**config.mk**
```make
export PLATFORM = sky130hd
export DESIGN_NAME = frame_corner_addr
export DESIGN_NICKNAME = d
export VERILOG_FILES = /design/src/rtl/fca_pkg.sv /design/src/rtl/fca_multiplier.sv /design/src/rtl/fca_divider.sv /design/src/rtl/fca_start_corner.sv /design/src/rtl/frame_corner_addr.sv
export SDC_FILE = /design/constraint.sdc
export NUM_CORES = 2
export LEC_CHECK = 0
export CAP_MARGIN = 20
export CORE_UTILIZATION = 41
export CTS_BUF_LIST = sky130_fd_sc_hd__clkbuf_16
export CTS_CLUSTER_DIAMETER = 100
export DETAILED_ROUTE_END_ITERATION = 10
export PLACE_DENSITY_LB_ADDON = 0.08
export SLEW_MARGIN = 20
export SYNTH_ARGS = -nofsm -noshare
export SYNTH_HDL_FRONTEND = slang
export SYNTH_SLANG_ARGS = --single-unit
```
**constraint.sdc**
```tcl
create_clock -name clk -period 8.2 [get_ports clk]
set_input_delay 1.64 -clock clk [delete_from_list [all_inputs] [get_ports clk]]
set_output_delay 1.64 -clock clk [all_outputs]
set_load 0.01 [all_outputs]
```
**src/rtl/fca_pkg.sv**
```systemverilog
// Shared types for the planar crop corner offset generator.
// Assumes: rotation codes 0..3, mirror index bit 0 = X mirror, bit 1 = Y mirror.
package fca_pkg;

    typedef enum logic [1:0] {
        ST_IDLE  = 2'd0,
        ST_ISSUE = 2'd1,
        ST_WAIT  = 2'd2,
        ST_FINAL = 2'd3
    } fca_state_e;

    typedef enum logic {
        OP_MUL = 1'b0,
        OP_DIV = 1'b1
    } fca_op_e;

    // Start corner as {bottom, right}. Rotations of 90 and 180 degrees
    // invert the right/left choice, and rotations of 180 and 270 degrees
    // invert the top/bottom choice.
    function automatic logic [1:0] start_corner(input logic [1:0] rot,
                                                input logic [1:0] mir);
        logic right;
        logic bottom;
        right  = mir[0] ^ (rot[0] ^ rot[1]);
        bottom = mir[1] ^ rot[1];
        return {bottom, right};
    endfunction

endpackage

```
**src/rtl/fca_multiplier.sv**
```systemverilog
// Sequential shift-add multiplier: one multiplier bit per cycle, B_W cycles.
// Assumes: a and b are held stable from go until done; the product is kept
// modulo 2^A_W. done pulses for one cycle with prod valid.
module fca_multiplier #(
    parameter int A_W = 32,
    parameter int B_W = 16
) (
    input  logic           clk,
    input  logic           rst_n,
    input  logic           go,
    input  logic [A_W-1:0] a,
    input  logic [B_W-1:0] b,
    output logic           done,
    output logic [A_W-1:0] prod
);
    localparam int CNT_W = $clog2(B_W + 1);

    logic [A_W-1:0]   acc_q;
    logic [A_W-1:0]   a_sh_q;
    logic [B_W-1:0]   b_sh_q;
    logic [CNT_W-1:0] cnt_q;
    logic             active_q;

    // Accumulate one partial product per cycle while active.
    always_ff @(posedge clk) begin
        if (!rst_n) begin
            acc_q    <= '0;
            a_sh_q   <= '0;
            b_sh_q   <= '0;
            cnt_q    <= '0;
            active_q <= 1'b0;
            done     <= 1'b0;
        end else begin
            done <= 1'b0;
            if (go && !active_q) begin
                acc_q    <= '0;
                a_sh_q   <= a;
                b_sh_q   <= b;
                cnt_q    <= CNT_W'(B_W);
                active_q <= 1'b1;
            end else if (active_q) begin
                if (b_sh_q[0]) begin
                    acc_q <= acc_q + a_sh_q;
                end
                a_sh_q <= a_sh_q << 1;
                b_sh_q <= b_sh_q >> 1;
                cnt_q  <= cnt_q - 1'b1;
                if (cnt_q == CNT_W'(1)) begin
                    active_q <= 1'b0;
                    done     <= 1'b1;
                end
            end
        end
    end

    assign prod = acc_q;

    // The iteration counter never runs out while the unit is still active.
    p_mul_count_live_r2: assert property (@(posedge clk) disable iff (!rst_n)
        active_q |-> (cnt_q != '0));

    // A result is announced only after an active iteration.
    p_mul_done_after_run_r2: assert property (@(posedge clk) disable iff (!rst_n)
        done |-> $past(active_q));
endmodule

```
**src/rtl/fca_divider.sv**
```systemverilog
// Sequential restoring divider: one quotient bit per cycle, NUM_W cycles.
// Assumes: den is non-zero, and num and den are held from go until done.
// done pulses for one cycle with quot valid.
module fca_divider #(
    parameter int NUM_W = 32,
    parameter int DEN_W = 16
) (
    input  logic             clk,
    input  logic             rst_n,
    input  logic             go,
    input  logic [NUM_W-1:0] num,
    input  logic [DEN_W-1:0] den,
    output logic             done,
    output logic [NUM_W-1:0] quot
);
    localparam int CNT_W = $clog2(NUM_W + 1);

    logic [DEN_W-1:0] rem_q;
    logic [NUM_W-1:0] q_q;
    logic [CNT_W-1:0] cnt_q;
    logic             active_q;
    logic [DEN_W:0]   trial;
    logic             fits;

    // Trial subtraction of the divisor from the shifted partial remainder.
    always_comb begin
        trial = {rem_q, q_q[NUM_W-1]};
        fits  = (trial >= {1'b0, den});
    end

    // Shift in one dividend bit per cycle and record a quotient bit.
    always_ff @(posedge clk) begin
        if (!rst_n) begin
            rem_q    <= '0;
            q_q      <= '0;
            cnt_q    <= '0;
            active_q <= 1'b0;
            done     <= 1'b0;
        end else begin
            done <= 1'b0;
            if (go && !active_q) begin
                rem_q    <= '0;
                q_q      <= num;
                cnt_q    <= CNT_W'(NUM_W);
                active_q <= 1'b1;
            end else if (active_q) begin
                if (fits) begin
                    rem_q <= DEN_W'(trial - {1'b0, den});
                end else begin
                    rem_q <= trial[DEN_W-1:0];
                end
                q_q   <= {q_q[NUM_W-2:0], fits};
                cnt_q <= cnt_q - 1'b1;
                if (cnt_q == CNT_W'(1)) begin
                    active_q <= 1'b0;
                    done     <= 1'b1;
                end
            end
        end
    end

    assign quot = q_q;

    // The partial remainder stays below a non-zero divisor.
    p_div_rem_bound_r4: assert property (@(posedge clk) disable iff (!rst_n)
        (active_q && den != '0) |-> (rem_q < den));

    // The iteration counter never runs out while the unit is still active.
    p_div_count_live_r4: assert property (@(posedge clk) disable iff (!rst_n)
        active_q |-> (cnt_q != '0));
endmodule

```
**src/rtl/fca_start_corner.sv**
```systemverilog
// Decodes the rotation code and mirror index into the start corner.
// Assumes the packed mirror index, with bit 0 for the X mirror.
module fca_start_corner (
    input  logic [1:0] rot,
    input  logic [1:0] mir,
    output logic       at_right,
    output logic       at_bottom
);
    import fca_pkg::*;

    // Look up the start corner for this rotation and mirror pair.
    always_comb begin
        {at_bottom, at_right} = start_corner(rot, mir);
    end
endmodule

```
**src/rtl/frame_corner_addr.sv**
```systemverilog
// Planar crop corner offset generator (top).
// Captures the frame geometry and crop rectangle on start, then runs nine
// arithmetic steps through one shared multiplier and one shared divider.
// The steps compute bpp, area, chroma plane size, and the top-left and edge
// terms. The last step adds the terms of the selected start corner.
// Assumes: frm_width != 0, plane_div != 0, and shifts of 0 or 1.
module frame_corner_addr #(
    parameter int DIM_W  = 16,
    parameter int OFF_W  = 32,
    parameter int PDIV_W = 4
) (
    input  logic              clk,
    input  logic              rst_n,
    input  logic              start,
    input  logic [DIM_W-1:0]  frm_stride,
    input  logic [DIM_W-1:0]  frm_width,
    input  logic [DIM_W-1:0]  frm_height,
    input  logic              chroma_hshift,
    input  logic              chroma_vshift,
    input  logic [PDIV_W-1:0] plane_div,
    input  logic [DIM_W-1:0]  crop_x,
    input  logic [DIM_W-1:0]  crop_y,
    input  logic [DIM_W-1:0]  crop_w,
    input  logic [DIM_W-1:0]  crop_h,
    input  logic [1:0]        rot_code,
    input  logic [1:0]        mirror,
    output logic              busy,
    output logic              done,
    output logic [OFF_W-1:0]  luma_off,
    output logic [OFF_W-1:0]  cb_off,
    output logic [OFF_W-1:0]  cr_off
);
    import fca_pkg::*;

    localparam int NSTEP  = 9;
    localparam int STEP_W = $clog2(NSTEP);
    // Result slots by step.
    localparam int S_BPP  = 0;  // stride / width
    localparam int S_AREA = 1;  // width * height
    localparam int S_PLN  = 2;  // area / plane_div
    localparam int S_YST  = 3;  // y * stride
    localparam int S_XB   = 4;  // x * bpp
    localparam int S_YC   = 5;  // (y >> v) * cs
    localparam int S_HL   = 6;  // (h - 1) * stride
    localparam int S_HC   = 7;  // ((h >> v) - 1) * cs
    localparam int S_WL   = 8;  // (w - 1) * bpp

    fca_state_e          state_q;
    logic [STEP_W-1:0]   step_q;
    logic [OFF_W-1:0]    res_q [NSTEP];

    logic [DIM_W-1:0]    stride_q, width_q, height_q;
    logic [DIM_W-1:0]    x_q, y_q, w_q, h_q;
    logic [PDIV_W-1:0]   pdiv_q;
    logic                hsh_q, vsh_q;
    logic [1:0]          rot_q, mir_q;

    fca_op_e             op_kind;
    logic [OFF_W-1:0]    op_a;
    logic [DIM_W-1:0]    op_b;
    logic                mul_go, div_go, mul_done, div_done, unit_done;
    logic [OFF_W-1:0]    mul_prod, div_quot, unit_res;
    logic                at_right, at_bottom;

    logic [DIM_W-1:0]    cstride;
    logic [OFF_W-1:0]    tl_y, tl_u, tl_v, wc, add_y, add_c;

    // Chroma stride derived from the luma stride and horizontal divisor.
    always_comb cstride = stride_q >> hsh_q;

    // Choose the unit and operands for the current step.
    always_comb begin
        op_kind = OP_MUL;
        op_a    = '0;
        op_b    = '0;
        case (step_q)
            STEP_W'(S_BPP): begin
                op_kind = OP_DIV;
                op_a    = OFF_W'(stride_q);
                op_b    = width_q;
            end
            STEP_W'(S_AREA): begin
                op_a = OFF_W'(width_q);
                op_b = height_q;
            end
            STEP_W'(S_PLN): begin
                op_kind = OP_DIV;
                op_a    = res_q[S_AREA];
                op_b    = DIM_W'(pdiv_q);
            end
            STEP_W'(S_YST): begin
                op_a = OFF_W'(y_q);
                op_b = stride_q;
            end
            STEP_W'(S_XB): begin
                op_a = OFF_W'(x_q);
                op_b = res_q[S_BPP][DIM_W-1:0];
            end
            STEP_W'(S_YC): begin
                op_a = OFF_W'(y_q >> vsh_q);
                op_b = cstride;
            end
            STEP_W'(S_HL): begin
                op_a = OFF_W'(h_q) - OFF_W'(1);
                op_b = stride_q;
            end
            STEP_W'(S_HC): begin
                op_a = OFF_W'(h_q >> vsh_q) - OFF_W'(1);
                op_b = cstride;
            end
            default: begin
                op_a = OFF_W'(w_q) - OFF_W'(1);
                op_b = res_q[S_BPP][DIM_W-1:0];
            end
        endcase
    end

    // Launch pulses and completion for the selected arithmetic unit.
    always_comb begin
        mul_go    = (state_q == ST_ISSUE) && (op_kind == OP_MUL);
        div_go    = (state_q == ST_ISSUE) && (op_kind == OP_DIV);
        unit_done = (op_kind == OP_MUL) ? mul_done : div_done;
        unit_res  = (op_kind == OP_MUL) ? mul_prod : div_quot;
    end

    fca_multiplier #(.A_W(OFF_W), .B_W(DIM_W)) u_mul (
        .clk   (clk),
        .rst_n (rst_n),
        .go    (mul_go),
        .a     (op_a),
        .b     (op_b),
        .done  (mul_done),
        .prod  (mul_prod)
    );

    fca_divider #(.NUM_W(OFF_W), .DEN_W(DIM_W)) u_div (
        .clk   (clk),
        .rst_n (rst_n),
        .go    (div_go),
        .num   (op_a),
        .den   (op_b),
        .done  (div_done),
        .quot  (div_quot)
    );

    fca_start_corner u_corner (
        .rot       (rot_q),
        .mir       (mir_q),
        .at_right  (at_right),
        .at_bottom (at_bottom)
    );

    // Combine the stored terms into the start corner's offsets.
    always_comb begin
        tl_y  = res_q[S_YST] + res_q[S_XB];
        tl_u  = res_q[S_AREA] + res_q[S_YC] + OFF_W'(x_q >> hsh_q);
        tl_v  = tl_u + res_q[S_PLN];
        wc    = OFF_W'(w_q >> hsh_q) - OFF_W'(1);
        add_y = (at_bottom ? res_q[S_HL] : '0) + (at_right ? res_q[S_WL] : '0);
        add_c = (at_bottom ? res_q[S_HC] : '0) + (at_right ? wc : '0);
    end

    // Sequencer: capture, issue each step, store results, publish outputs.
    always_ff @(posedge clk) begin
        if (!rst_n) begin
            state_q  <= ST_IDLE;
            step_q   <= '0;
            done     <= 1'b0;
            luma_off <= '0;
            cb_off   <= '0;
            cr_off   <= '0;
            stride_q <= '0;
            width_q  <= '0;
            height_q <= '0;
            x_q      <= '0;
            y_q      <= '0;
            w_q      <= '0;
            h_q      <= '0;
            pdiv_q   <= '0;
            hsh_q    <= 1'b0;
            vsh_q    <= 1'b0;
            rot_q    <= '0;
            mir_q    <= '0;
            for (int i = 0; i < NSTEP; i++) res_q[i] <= '0;
        end else begin
            done <= 1'b0;
            case (state_q)
                ST_IDLE: begin
                    if (start) begin
                        stride_q <= frm_stride;
                        width_q  <= frm_width;
                        height_q <= frm_height;
                        x_q      <= crop_x;
                        y_q      <= crop_y;
                        w_q      <= crop_w;
                        h_q      <= crop_h;
                        pdiv_q   <= plane_div;
                        hsh_q    <= chroma_hshift;
                        vsh_q    <= chroma_vshift;
                        rot_q    <= rot_code;
                        mir_q    <= mirror;
                        step_q   <= '0;
                        state_q  <= ST_ISSUE;
                    end
                end
                ST_ISSUE: state_q <= ST_WAIT;
                ST_WAIT: begin
                    if (unit_done) begin
                        res_q[step_q] <= unit_res;
                        if (step_q == STEP_W'(NSTEP - 1)) begin
                            state_q <= ST_FINAL;
                        end else begin
                            step_q  <= step_q + 1'b1;
                            state_q <= ST_ISSUE;
                        end
                    end
                end
                default: begin
                    luma_off <= tl_y + add_y;
                    cb_off   <= tl_u + add_c;
                    cr_off   <= tl_v + add_c;
                    done     <= 1'b1;
                    state_q  <= ST_IDLE;
                end
            endcase
        end
    end

    assign busy = (state_q != ST_IDLE);

    // Completion is a single-cycle pulse.
    p_done_pulse_r8: assert property (@(posedge clk) disable iff (!rst_n)
        done |=> !done);

    // Offsets hold their value outside the completion cycle.
    p_out_hold_r8: assert property (@(posedge clk) disable iff (!rst_n)
        !done |-> ($stable(luma_off) && $stable(cb_off) && $stable(cr_off)));

    // A start during a running request leaves the captured crop untouched.
    p_start_ignored_r9: assert property (@(posedge clk) disable iff (!rst_n)
        (start && busy) |=> ($stable(x_q) && $stable(y_q) && $stable(rot_q)
                             && $stable(mir_q)));

    // Completion follows a running request.
    p_done_after_busy_r8: assert property (@(posedge clk) disable iff (!rst_n)
        done |-> $past(busy));
endmodule

```
==> impl_results.md <==
- First-pass GRT wire length: 190000 µm
- Vias in the first global route: 31100
- Clock H-tree levels: 3
- Count leader, synth: nand2_1
- CTS buffer count: 76
- Primary FF master, synth: dfxtp_1
- Post-route clock period utilization: 95.6%
- Synth area leaders: edfxtp_1, dfxtp_1, ha_1
- Most frequent cells after synthesis: nand2_1, nor2_1, a21oi_1, dfxtp_1, edfxtp_1
- Final critical-path required period: roughly 7.8 ns
- Max VDD drop: 0.000148 V
- Remaining antenna violation count after routing: 0
- Largest net degree at the start of global routing: 102
- Asr flop ratio synth: 0%
- Synth area leader: edfxtp_1
- Die height: 311 µm
- Horiz. Die Dim: slightly above 300 µm
- Die area: 96900 µm²
- I/O Buffers: 222
- Vias: approximately 33000
- Count of cell types in the netlist: 88
- Hold crit path type: register to register
- Area grow syn2layout: 15.7%
- First-iteration detailed-routing DRC count: between 2000 and 2500
- Final setup margin: ~0.36 ns
- FMAX: 0.128 GHz
- Sequential-to-total area share from yosys stat: 39.6%
- CP Max Fanout: 8
- Worst Skew: approximately 0.023 ns
- Core area: about 95000 µm²
- Mean Syn Cell Area: 8.75 µm²
- Final Slew Violations: 0
- Final RePlAce weighted congestion: 0.932
- Syn Inst Count: 4482
- CTS root buf: clkbuf_16
- Clock slew at reported path FFs: 0.06 ns
- Top-area cell type share of the netlist area: 20.8%
- Slew @ Worst Pin: between 1 and 1.5 ns
- Via/cell ratio: 5.49
- Synth Cell Area: 39200 µm²
- Fin. Hold Viols: 0
- Worst setup path category: register to register
- CTS sink count: between 600 and 700
- DRC viols: 0
- Share of layout cells above drive strength 1: 5.61%
- Dpl hpwl: 92000 µm
- Ports: roughly 220
- Post-synthesis register bit count: 640
- Setup_tns: 0 ns
- Crit-path leading delay family: compound AO/OA/AOI/OAI gates
- Tot GR Track Use: 25.3%
- Placed inst area: 43000 µm²
- Leak pwr: 18.0 nW
- RSZ-0062 raised after global routing: no
- Delay of the slowest cell on the worst path: 0.54 ns
- Initial antenna violation count: 1
- Final setup viols: 0
- Nets: around 5000
- WL final: around 120000 µm
- GRT Residual Overflow: 0
- Power density over the cells: 213 nW/µm²
- Post-synth EDFFs: 272
- WL per Instance: 20.9 µm
- # hold bufs at CTS: 0
- Final instance area: 45400 µm²
- Final Total Pwr: 9.66 mW
- Synth Warn #: 0
- DR pass1 iterations: 10
- CP dominant cell by count: o21a_1
- Max_cap viols: 0
- CP Capture Type: register
- Crit path buffers/inverters: 2
- Fin Hold WS: 0.444 ns
- Worst Setup Start Kind: register
- Clk Latency, worst-skew pair: 0.67 ns
- CTS Buffer Depth: 3
- Status: finished clean
- WP data required: 8.75 ns
- CTS tree: built
- Syn nets: 4951
- Row count: 113
- Slew HR: 22.8%
- Pre-CTS setup slack: around 0.14 ns
- Initial Util: 41.3%
- Arrival time at the worst endpoint: 8.39 ns
- N_diodes: 0
- CP max stage cell: or4_4
## through the flow
step / utilization [%] / std cells
after global placement: 45.2 / 5809
after CTS: 47.8 / 5952
final: 47.8 / 5953
after detailed placement: 45.3 / 5810
after floorplan: - / 4482
after global routing: 47.8 / 5953
## state kept, by name, summed over array words and instances (netlist names), 32 cells and up
| name | flops |
|---|---|
| u_mul.a_sh_q | 32 |
| luma_off | 32 |
| cb_off | 32 |
| cr_off | 32 |
| u_mul.prod | 32 |
| u_div.quot | 32 |
| res_q | 272 |
## layout make-up
type / count / area [µm²]
Multi-Input combinational cell: 3425 / 22300
Clock buffer: 77 / 1930
Timing Repair Buffer: 312 / 2910
Tap cell: 1265 / 1580
Fill cell: 9255 / 49500
Sequential cell: 640 / 15500
Clock inverter: 65 / 455
Inverter: 169 / 642
## kinds of logic after synthesis
logic type | Yosys count | share of synthesized area [%]
AO/OA/AOI/OAI | 1100 | 17.4
AND/OR/NAND/NOR | 1692 | 18.9
adder cells (fa/ha/maj) | 344 | 13.2
flip-flops | 640 | 39.6
XOR/XNOR | 218 | 4.91
buffers and inverters | 417 | 4.09
multiplexers | 71 | 1.87
## cell usage in the layout (no fill, tap or decap), types with 22 or more instances in the layout
cell,instances
nand2_1,687
nor2_1,560
a21oi_1,463
dfxtp_1,365
edfxtp_1,272
ha_1,229
clkdlybuf4s50_1,221
inv_1,194
xnor2_1,142
o21ai_1,119
fa_1,115
nor3_1,98
a211oi_1,95
buf_4,88
a21o_1,83
clkbuf_16,77
xor2_1,72
and2_1,55
nand3_1,53
o21ai_0,53
nand2b_1,42
nor2b_1,35
mux2i_1,29
o21a_1,28
a31oi_1,26
a22oi_1,26
or3_1,24
o211ai_1,23
a221oi_1,23
mux2i_2,22
## repair_timing
item                       CTS  global route
setup buffers                0             1
setup endpoints to repair    0             1
gates resized for setup      0             7
## path summary, 6_finish.rpt
check,cells after the start,startpoint,endpoint,slack [ns]
max,33,w_q[0],cr_off[31],0.36
max reg2reg,33,w_q[0],cr_off[31],0.36
min,2,cb_off[28],cb_off[28],0.44
min reg2reg,2,cb_off[28],cb_off[28],0.44
## worst min-delay path, cell delays in order, from the launching register on
cell and delay [ns]:
dfxtp_1 0.31, nand2_1 0.05, o21ai_1 0.05
## metal layers
metal	GRT usage, %	part of all wire, %
met1	36.4	48
met2	39.5	44
met3	3.03	5.3
met4	7.87	2.8
met5	0	0
## where the power goes
group	internal (mW)	switching, mW
Combinational	1.11	1.70
Sequential	3.44	0.129
Clock	1.84	1.42
Total	6.40	3.26
No activity file was read; power rests on OpenSTA's default activity.
